`config.mk`:
```
export PLATFORM = sky130hd
export DESIGN_NAME = eq_boost_ctrl
export DESIGN_NICKNAME = d
export VERILOG_FILES = /design/src/rtl/eqc_pkg.sv /design/src/rtl/eqc_sync.sv /design/src/rtl/eqc_boost_sel.sv /design/src/rtl/eqc_power.sv /design/src/rtl/eq_boost_ctrl.sv
export SDC_FILE = /design/constraint.sdc
export NUM_CORES = 1
export LEC_CHECK = 0
export ABC_AREA = 1
export BUFFER_PORTS_ARGS = -buffer_cell sky130_fd_sc_hd__buf_4
export CORE_ASPECT_RATIO = 0.8
export CORE_UTILIZATION = 40
export CTS_BUF_LIST = sky130_fd_sc_hd__clkbuf_8
export DETAILED_ROUTE_END_ITERATION = 8
export PLACE_DENSITY_LB_ADDON = 0.08
export REMOVE_ABC_BUFFERS = 1
export SLEW_MARGIN = 20
export SYNTH_ARGS = -nofsm -noshare
export SYNTH_HDL_FRONTEND = slang
export SYNTH_SLANG_ARGS = --single-unit
```
`constraint.sdc`:
```
create_clock -name clk -period 0.8 [get_ports clk]
set_input_delay 0.04 -clock clk [delete_from_list [all_inputs] [get_ports clk]]
set_output_delay 0.04 -clock clk [all_outputs]
set_load 0.01 [all_outputs]
```
`src/rtl/eqc_pkg.sv`:
```
package eqc_pkg;
  localparam int NUM_DATA  = 3;
  localparam int NUM_LANES = NUM_DATA + 1;
  localparam int BOOST_W   = 3;
  localparam int AMP_W     = 2;
  localparam int CFG_HI    = 4 * NUM_LANES - 1;
  localparam int SYNC_W    = BOOST_W + 2;
  localparam int IDX_EN    = BOOST_W;
  localparam int IDX_FORCE = BOOST_W + 1;
  localparam logic [AMP_W-1:0] AMP_RST = 2'b10;

  // Nibble k of the lane configuration word:
  // bit 3 is the disable bit, bits 2:0 are the boost field (data lanes only).
  function automatic int dis_bit(input int k);
    return 4 * k + 3;
  endfunction

  function automatic int boost_lsb(input int data_lane);
    return 4 * (data_lane + 1);
  endfunction
endpackage

```
`src/rtl/eqc_sync.sv`:
```
module eqc_sync #(
  parameter int W = 1
) (
  input  logic         clk,
  input  logic         rst,
  input  logic [W-1:0] d,
  output logic [W-1:0] q
);
  logic [W-1:0] meta;

  always_ff @(posedge clk) begin
    if (rst) begin
      meta <= '0;
      q    <= '0;
    end else begin
      meta <= d;
      q    <= meta;
    end
  end
endmodule

```
`src/rtl/eqc_boost_sel.sv`:
```
module eqc_boost_sel
  import eqc_pkg::*;
(
  input  logic                        force_ext,
  input  logic [BOOST_W-1:0]          pin_code,
  input  logic [CFG_HI:3]             lane_cfg,
  output logic [BOOST_W*NUM_DATA-1:0] lane_code
);
  for (genvar i = 0; i < NUM_DATA; i++) begin : g_lane
    localparam int LSB = boost_lsb(i);
    always_comb begin
      if (force_ext) lane_code[BOOST_W*i +: BOOST_W] = pin_code;
      else           lane_code[BOOST_W*i +: BOOST_W] = lane_cfg[LSB +: BOOST_W];
    end
  end
endmodule

```
`src/rtl/eqc_power.sv`:
```
module eqc_power
  import eqc_pkg::*;
(
  input  logic                 en_level,
  input  logic                 state_src,
  input  logic [CFG_HI:3]      lane_cfg,
  output logic                 active,
  output logic [NUM_LANES-1:0] lane_en
);
  typedef enum logic {ST_STANDBY = 1'b0, ST_ACTIVE = 1'b1} pstate_t;
  pstate_t st;

  always_comb begin
    if (state_src) st = lane_cfg[dis_bit(0)] ? ST_STANDBY : ST_ACTIVE;
    else           st = en_level ? ST_ACTIVE : ST_STANDBY;
  end

  assign active = (st == ST_ACTIVE);

  for (genvar k = 0; k < NUM_LANES; k++) begin : g_en
    assign lane_en[k] = active & ~lane_cfg[dis_bit(k)];
  end
endmodule

```
`src/rtl/eq_boost_ctrl.sv`:
```
module eq_boost_ctrl
  import eqc_pkg::*;
(
  input  logic                        clk,
  input  logic                        rst,
  input  logic                        force_pin,
  input  logic                        en_pin,
  input  logic [BOOST_W-1:0]          boost_pin,
  input  logic [CFG_HI:3]             lane_cfg,
  input  logic                        state_src,
  input  logic [AMP_W-1:0]            amp_code,
  output logic [BOOST_W*NUM_DATA-1:0] boost_out,
  output logic [NUM_LANES-1:0]        lane_en,
  output logic                        active,
  output logic [AMP_W*NUM_LANES-1:0]  amp_out
);
  logic [SYNC_W-1:0]           pin_raw;
  logic [SYNC_W-1:0]           pin_s;
  logic [BOOST_W*NUM_DATA-1:0] boost_nxt;
  logic                        active_nxt;
  logic [NUM_LANES-1:0]        en_nxt;

  assign pin_raw = {force_pin, en_pin, boost_pin};

  eqc_sync #(.W(SYNC_W)) u_sync (
    .clk (clk),
    .rst (rst),
    .d   (pin_raw),
    .q   (pin_s)
  );

  eqc_boost_sel u_bsel (
    .force_ext (pin_s[IDX_FORCE]),
    .pin_code  (pin_s[BOOST_W-1:0]),
    .lane_cfg  (lane_cfg),
    .lane_code (boost_nxt)
  );

  eqc_power u_pwr (
    .en_level  (pin_s[IDX_EN]),
    .state_src (state_src),
    .lane_cfg  (lane_cfg),
    .active    (active_nxt),
    .lane_en   (en_nxt)
  );

  always_ff @(posedge clk) begin
    if (rst) begin
      boost_out <= '0;
      lane_en   <= '0;
      active    <= 1'b0;
      amp_out   <= {NUM_LANES{AMP_RST}};
    end else begin
      boost_out <= boost_nxt;
      lane_en   <= en_nxt;
      active    <= active_nxt;
      amp_out   <= {NUM_LANES{amp_code}};
    end
  end
endmodule

```
# After elaboration in Yosys (flattened, before gate mapping)
# Cells that the tools add are included.
# classes
muxes	6
n_bitwise	8
# ops
cell	n
$mux 3	3
$and 1x1->1	4
$not 1->1	4
$mux 1	3
# totals
regBits	32
in_bits	23
output_inout_bits	22

# Logic depth before layout (Yosys ltp)
# Gate-level depths: netlist (run 1).
# logic_depth
depth_word	3
mapped_depth	4
ltp_nobuf	4

# Hierarchy
# Synthesis (run 1) repeated with hierarchy kept, for this count alone.
# unflattened
hier_cells	117
area_unflattened_um2	923.4
# by_module_without_submodules
mod	instances	cells_per_inst	area_per_inst_um2	seq_area_each_um2
eq_boost_ctrl	1	57	523.0	320.3
eqc_sync	1	31	286.5	200.2
eqc_boost_sel	1	22	82.6	0.0
eqc_power	1	7	31.3	0.0

# Worst setup path after synthesis (run 1)
# No wires, ideal clock.
# synth_path
path_kind	reg2reg
from	register u_sync.q[4]
to	register boost_out[1]
setup_ps	117
arrival_time_ps	529
required_time_ps	683
slack_ps	154
stages_incl_launch_ff	4
cell_sequence	dfxtp_1 > inv_2 > nand2_1 > a21oi_1
# synth_between
elab_chain_cells	1
# synth_rtl
item	line_no	rtl
from (decl)	eqc_sync.sv:7	output logic [W-1:0] q
from (signal assigned)	eqc_sync.sv:17	q <= meta;
$mux 3	eqc_boost_sel.sv:12	if (force_ext) lane_code[BOOST_W*i +: BOOST_W] = pin_code;
to (signal assigned)	eq_boost_ctrl.sv:54	boost_out <= boost_nxt;
to (decl)	eq_boost_ctrl.sv:12	output logic [BOOST_W*NUM_DATA-1:0] boost_out,
# No other way between the ends.
# A chain may end at the register's enable or synchronous reset.

# Worst setup path in the final report (run 1)
# layout_path
from	input amp_code[1]
to	register amp_out[5]
# layout_rtl
item	line_no	rtl
from (decl)	eq_boost_ctrl.sv:11	input logic [AMP_W-1:0] amp_code,
to (signal assigned)	eq_boost_ctrl.sv:52	amp_out <= {NUM_LANES{AMP_RST}};
to (signal assigned)	eq_boost_ctrl.sv:57	amp_out <= {NUM_LANES{amp_code}};
to (decl)	eq_boost_ctrl.sv:15	output logic [AMP_W*NUM_LANES-1:0] amp_out
# No word-level cell between the ends.

==> impl_results.md, run 1 <==
* Critical path's largest stage delay at approximately 0.54 ns
* Maximum frequency from static timing analysis at between 1000 and 1500 MHz
* Cell variety after synth at 9
* Global-route usage over all layers at 15.49%
* Die outline height at 42.36 µm
* First DRT Iteration DRCs at 5
* Endpoint class of the critical path: flip-flop
* Crit Path Category: in2reg
* Clock buffer count from CTS at 3
* Most instantiated library cell after synthesis: sky130_fd_sc_hd__dfxtp_1
* Critical Path Fanout Max at 1
* Row cnt at 14
* 1st-pass router iterations at 4
* Peak ir drop on the vdd network at 0.001574 V
* Multi-input logic area at 188.9 µm²
* Final routed wire length divided by cell count at roughly 9.1 µm
* Pleak at 0.6660 nW
* Synth top area share at 63.90%
* I/O pin count at 45
* H-tree levels at 1
* Tmin final at 0.7915 ns
* Setup repair after global routing missed its margin: yes
* Main flop type after synthesis: sky130_fd_sc_hd__dfxtp_1
* Maximum count of clock buffers along a single path at 2
* Slew Limit Headroom at 88.21%
* Antenna cell count at 0
* Number of synthesized flops with an enable pin at 0
* Total via count in the routed design at between 600 and 700
* Setup WS post-layout at 0.008536 ns
* Critical path buffer and inverter count at 2
* Area enclosed by the die boundary at 2222 µm²
* Number of nets with antenna violations after routing at 0
* Synthesis Warnings at 0
* TritonCTS clock tree: built
* Synthesized area divided by synthesized cell count at 8.951 µm²
* Vias/cell at 4.144
* Slowest cell on crit path: sky130_fd_sc_hd__dlygate4sd3_1
* Final global-route overflow total at 0
* Clk pin slew, worst setup/hold paths at ~0.08 ns
* Total DRC errors in the routed layout at 0
* Clock sinks at 26
* Ranking of synthesized cells by instance count: 26 x sky130_fd_sc_hd__dfxtp_1, 15 x sky130_fd_sc_hd__inv_1, 15 x sky130_fd_sc_hd__nand2_1, 15 x sky130_fd_sc_hd__nor2_1, 9 x sky130_fd_sc_hd__a21oi_1
* Final HPWL from detailed placement at 1038 µm
* CTS root buf: sky130_fd_sc_hd__clkbuf_8
* Cell-by-cell listing of the critical path: buf_4, dlygate4sd3_1, or2_2
* Number of global-route vias before repair at between 600 and 700
* Final critical-path share of the clock period at 98.93%
* Hold buffer count at cts at 11
* Number of antenna violations at the first check in global routing at 0
* Pwr Total at 2.432 mW
* Hold Vio Cnt, Final at 2
* Total power divided by cell area at about 1900 nW/µm²
* Storage element area at 526.8 µm²
* Violations in the final reports: hold timing
* Proportion of layout cells with a drive suffix above 1 at 40.56%
* Sum of routed wire length over all layers at 1526 µm
* Horizontal extent of the die at approximately 52 µm
* Measured slew at the worst slew-check pin at 0.1768 ns
* Netlist Area Pre-Place at ~810 µm²
* Type of element launching the critical path: input port
* Data arrival, critical path at 0.95 ns
* Synth async-reset ratio at 0%
* Effective utilization at floorplan at 43.06%
* Final setup violation count at 0
* First-pass GRT wire length at approximately 2400 µm
* Total count of max-transition violations in the final report at 0
* Relative area change from synthesis to final layout at 59.91%
* Filler Cell Count at 152
* Setup Slack @ Placement at 0.06561 ns
* Clock network latency to the later pin of the worst-skew pair at 0.26 ns
* Maxcap violations at 0
* Main area contributors after synthesis: sky130_fd_sc_hd__dfxtp_1 64%, sky130_fd_sc_hd__buf_4 7.4%, sky130_fd_sc_hd__inv_1 6.9%
* Maximum number of pins on one net before global-route repair at 20
* Number of buffers inserted to repair setup after CTS at 0
* Number of input and output port buffers inserted at 44
* Worst slack on hold paths at -0.05464 ns
* Run status: finished, violations left
* NumNets Final at 168
* Worst clock skew on the final layout at roughly 0.001 ns
* Kind of cell adding the most delay to the critical path: buffers and inverters
* Worst min-delay path category: in2reg
* Number of storage elements in the synthesis netlist at 26
* Leading area contributor after synthesis: sky130_fd_sc_hd__dfxtp_1
* Data required time of the critical path at ~0.96 ns
* Sum Neg Setup Slack at 0 ns
* Seq/Total Area, Yosys at 63.90%
* Number of instances in the synthesized netlist at 91
* Placeable core area at 1892 µm²
* Final Wtd Congestion at 0.6488
[area by class of cell]
class                           count  share of cell area (%)
Inverter                           16                   4.611
Clock buffer                        3                   3.170
Sequential cell                    26                   40.44
Multi-Input combinational cell     41                   14.51
Timing Repair Buffer               56                   34.39
Timing Repair inverter              1                  0.5764
Tap cell                           24                   2.305
[metrics by stage]
step	std cells	utilization [%]	area [µm²]
after floorplan	83	-	754.5
final	167	68.85	1303
after detailed placement	152	59.33	1122
after CTS	166	67.46	1276
after global routing	167	68.85	1303
after global placement	152	59.33	1122
[cell families (layout without fill, tap and decap cells)]
group / Yosys count / count (layout) / share of synthesized area [%]
AOI/OAI and AO/OA: 9 / 9 / 5.530
DFF: 26 / 26 / 63.90
buffers and inverters: 24 / 76 / 14.75
and+or+nand+nor: 32 / 32 / 15.82
[placed cells by master, fill, tap and decap left out, drive strengths merged]
master,instances
a21oi,9
buf,45
clkbuf,3
clkinvlp,1
dfxtp,26
dlygate4sd3,11
inv,16
nand2,15
nand3,1
nor2,15
or2,1
[repair_timing]
action	in CTS	in global routing
gates cloned	0	1
pin swaps	0	2
endpoints found under the setup margin	8	19
gates resized for setup	2	7
endpoints found under the hold margin	12	2
[worst paths after layout]
kind / start / endpoint / slack (ns) / cells after the start
worst max register to register: u_sync.q[4] / boost_out[8] / 0.05 / 3
worst max-delay path: amp_code[1] / amp_out[5] / 0.009 / 3
worst min-delay path: rst / u_sync.q[3] / -0.05 / 2
worst min register to register: u_sync.meta[4] / u_sync.q[4] / 0.40 / 2
[report_power, final]
part / switching, mW / internal, mW
clock: 0.365 / 0.337
sequential: 0.0235 / 1.36
combinational: 0.136 / 0.211
[sequential cells by signal, summed over array words and instances, names as in the netlist]
signal / flops
active: 1
lane_en: 4
u_sync.q: 5
amp_out: 2
boost_out: 9
u_sync.meta: 5
[per-layer routing]
metal / track usage [%] / share of wire, %
met3: 7.609 / 8.8
met2: 27.85 / 49
met4: 6.316 / 1.3
met5: 0 / 0
met1: 14.58 / 40
Note: power is estimated with default switching activity, not from simulation.
==> run 2: changes to the inputs <==
ABC_CLOCK_PERIOD_IN_PS = 800   (was not set)
RECOVER_POWER = 100   (was not set)
==> impl_results.md, run 2 (synthesis gave the netlist of run 1 again) <==
* Run status: finished, violations left
* Violations in the final reports: hold timing
* Worst min-delay path category: in2reg
* Leading cell type in the layout, fill and taps excluded: sky130_fd_sc_hd__buf_4
* Maxcap violations at 0 (unchanged)
* Number of buffers inserted to repair setup after CTS at 0 (unchanged)
* Sum Neg Setup Slack at 0 ns (unchanged)
* Slowest cell on crit path: sky130_fd_sc_hd__dlygate4sd3_1
* Leading registers by flop count: boost_out (9), u_sync.meta (5), u_sync.q (5)
* Number of antenna violations at the first check in global routing at 0 (unchanged)
* CTS root buf: sky130_fd_sc_hd__clkbuf_8
* Setup repair after global routing missed its margin: yes
* Final cell count without fillers at 167 (unchanged)
* NumNets Final at 168 (unchanged)
* First DRT Iteration DRCs at 5 (unchanged)
* Relative area change from synthesis to final layout at 54.69%
* Maximum frequency from static timing analysis at 1264 MHz (about the same)
* Placeable core area at 1892 µm² (unchanged)
* Total via count in the routed design at 692 (unchanged)
* Crit Path Category: in2reg
* Hold buffer count at cts at 11 (unchanged)
* Measured slew at the worst slew-check pin at 0.1769 ns (+0.00002563 ns)
* Clock buffer count from CTS at 3 (unchanged)
* Pleak at 0.6285 nW (-5.6%)
* Vias/cell at 4.144 (unchanged)
* Hold Vio Cnt, Final at 2 (unchanged)
* Global-route usage over all layers at 15.49% (unchanged)
* Final global-route overflow total at 0 (unchanged)
* Row cnt at 14 (unchanged)
* Worst clock skew on the final layout at 0.001640 ns (+0.0006359 ns)
* Data arrival, critical path at 0.95 ns (about the same)
* Highest-count cells in the layout ignoring fill and taps: 25 x sky130_fd_sc_hd__buf_4, 23 x sky130_fd_sc_hd__dfxtp_1, 15 x sky130_fd_sc_hd__inv_1
* Peak ir drop on the vdd network at 0.001569 V (-0.28%)
* Total count of max-transition violations in the final report at 0 (unchanged)
* Final setup violation count at 0 (unchanged)
* Critical Path Fanout Max at 1 (unchanged)
* Horizontal extent of the die at 52.45 µm (unchanged)
* Clk pin slew, worst setup/hold paths at 0.08 ns (about the same)
* Proportion of layout cells with a drive suffix above 1 at 34.27% (-6.3 points)
* Antenna cell count at 0 (unchanged)
* Filler Cell Count at 160 (+5.3%)
* Tmin final at 0.7909 ns (-0.0005216 ns)
* H-tree levels at 1 (unchanged)
* Final HPWL from detailed placement at 1038 µm (unchanged)
* Number of nets with antenna violations after routing at 0 (unchanged)
* First-pass GRT wire length at 2435 µm (unchanged)
* Number of global-route vias before repair at 611 (unchanged)
* Kind of cell adding the most delay to the critical path: buffers and inverters
* Register-to-register setup slack at 0.06 ns (about the same)
* Data required time of the critical path at 0.96 ns (about the same)
* Reg with most FFs: boost_out
* Worst slack on hold paths at -0.05504 ns (-0.0004020 ns)
* Clock network latency to the later pin of the worst-skew pair at 0.26 ns (about the same)
* I/O pin count at 45 (unchanged)
* Cell-by-cell listing of the critical path: buf_4, dlygate4sd3_1, or2_2
* Die outline height at 42.36 µm (unchanged)
* Slew Limit Headroom at 88.21% (about the same)
* Maximum count of clock buffers along a single path at 2 (unchanged)
* Final Wtd Congestion at 0.6488 (unchanged)
* Cell total after placement at 152 (unchanged)
* Type of element launching the critical path: input port
* Critical path buffer and inverter count at 2 (unchanged)
* Area enclosed by the die boundary at 2222 µm² (unchanged)
* Final routed wire length divided by cell count at 9.138 µm (unchanged)
* Sum of routed wire length over all layers at 1526 µm (unchanged)
* Effective utilization at floorplan at 43.06% (unchanged)
* Total DRC errors in the routed layout at 0 (unchanged)
* 1st-pass router iterations at 4 (unchanged)
* Number of flip-flops in the largest register at 9 (unchanged)
* Clock sinks at 26 (unchanged)
* Endpoint class of the critical path: flip-flop
* Total power divided by cell area at 1909 nW/µm² (+2.2%)
* Pwr Total at 2.405 mW (-1.1%)
* Number of input and output port buffers inserted at 44 (unchanged)
* Critical path's largest stage delay at 0.54 ns (about the same)
* TritonCTS clock tree: built
* Maximum number of pins on one net before global-route repair at 20 (unchanged)
* Final critical-path share of the clock period at 98.87% (about the same)
## run 2: cell count changes in the layout (fill, tap and decap cells not counted), sizes merged
cell / change
buf: -20
clkbuf: +20
## run 2: final cells by class
cell class / instances / area [µm²] / area share, %
Tap cell: 24 / 30.03 / 2.383
Timing Repair Buffer: 56 / 407.9 / 32.37
Inverter: 16 / 60.06 / 4.767
Sequential cell: 26 / 526.8 / 41.81
Timing Repair inverter: 1 / 7.507 / 0.5958
Clock buffer: 3 / 41.29 / 3.277
Multi-Input combinational cell: 41 / 186.4 / 14.80
## run 2: through the flow
stage               setup WS, ns  hold WS [ns]  utilization (%)  area [µm²]
floorplan                 0.1535        0.1091                -       754.5
global placement          0.1134        0.1960            59.33        1122
detailed placement       0.06561        0.1978            59.33        1122
CTS                     0.005508      -0.05961            67.46        1276
global route            -0.02719      -0.05830            66.60        1260
finish                  0.009058      -0.05504            66.60        1260
## run 2: path summary, 6_finish.rpt
kind                  end  cells after the start           start
min           u_sync.q[3]                      2             rst
min reg2reg   u_sync.q[4]                      2  u_sync.meta[4]
max reg2reg  boost_out[8]                      3     u_sync.q[4]
max            amp_out[5]                      3     amp_code[1]
## run 2: what timing repair did
| item | in CTS | in global routing |
|---|---|---|
| resized for setup | 2 | 7 |
| endpoints found under the setup margin | 8 | 19 |
| pin swaps | 0 | 2 |
| cloned | 0 | 1 |
| hold endpoints to repair | 12 | 2 |
## run 2: metal layers
metal	GRT usage, %	up-vias	share of wire (%)
li1	-	364	-
met1	14.58	288	40
met2	27.85	35	49
met3	7.609	5	9.6
met4	6.316	0	1.3
met5	0	-	0
## run 2: worst reg2reg max path, cell delays in order (launching register included)
cell	delay [ns]
sky130_fd_sc_hd__dfxtp_4	0.39
sky130_fd_sc_hd__clkinvlp_4	0.11
sky130_fd_sc_hd__nand2_1	0.08
sky130_fd_sc_hd__a21oi_1	0.06
## run 2: report_power, final
group          internal, mW  switching, mW
Sequential             1.36         0.0228
Combinational         0.186          0.135
Clock                 0.337          0.365
Total                  1.88          0.523
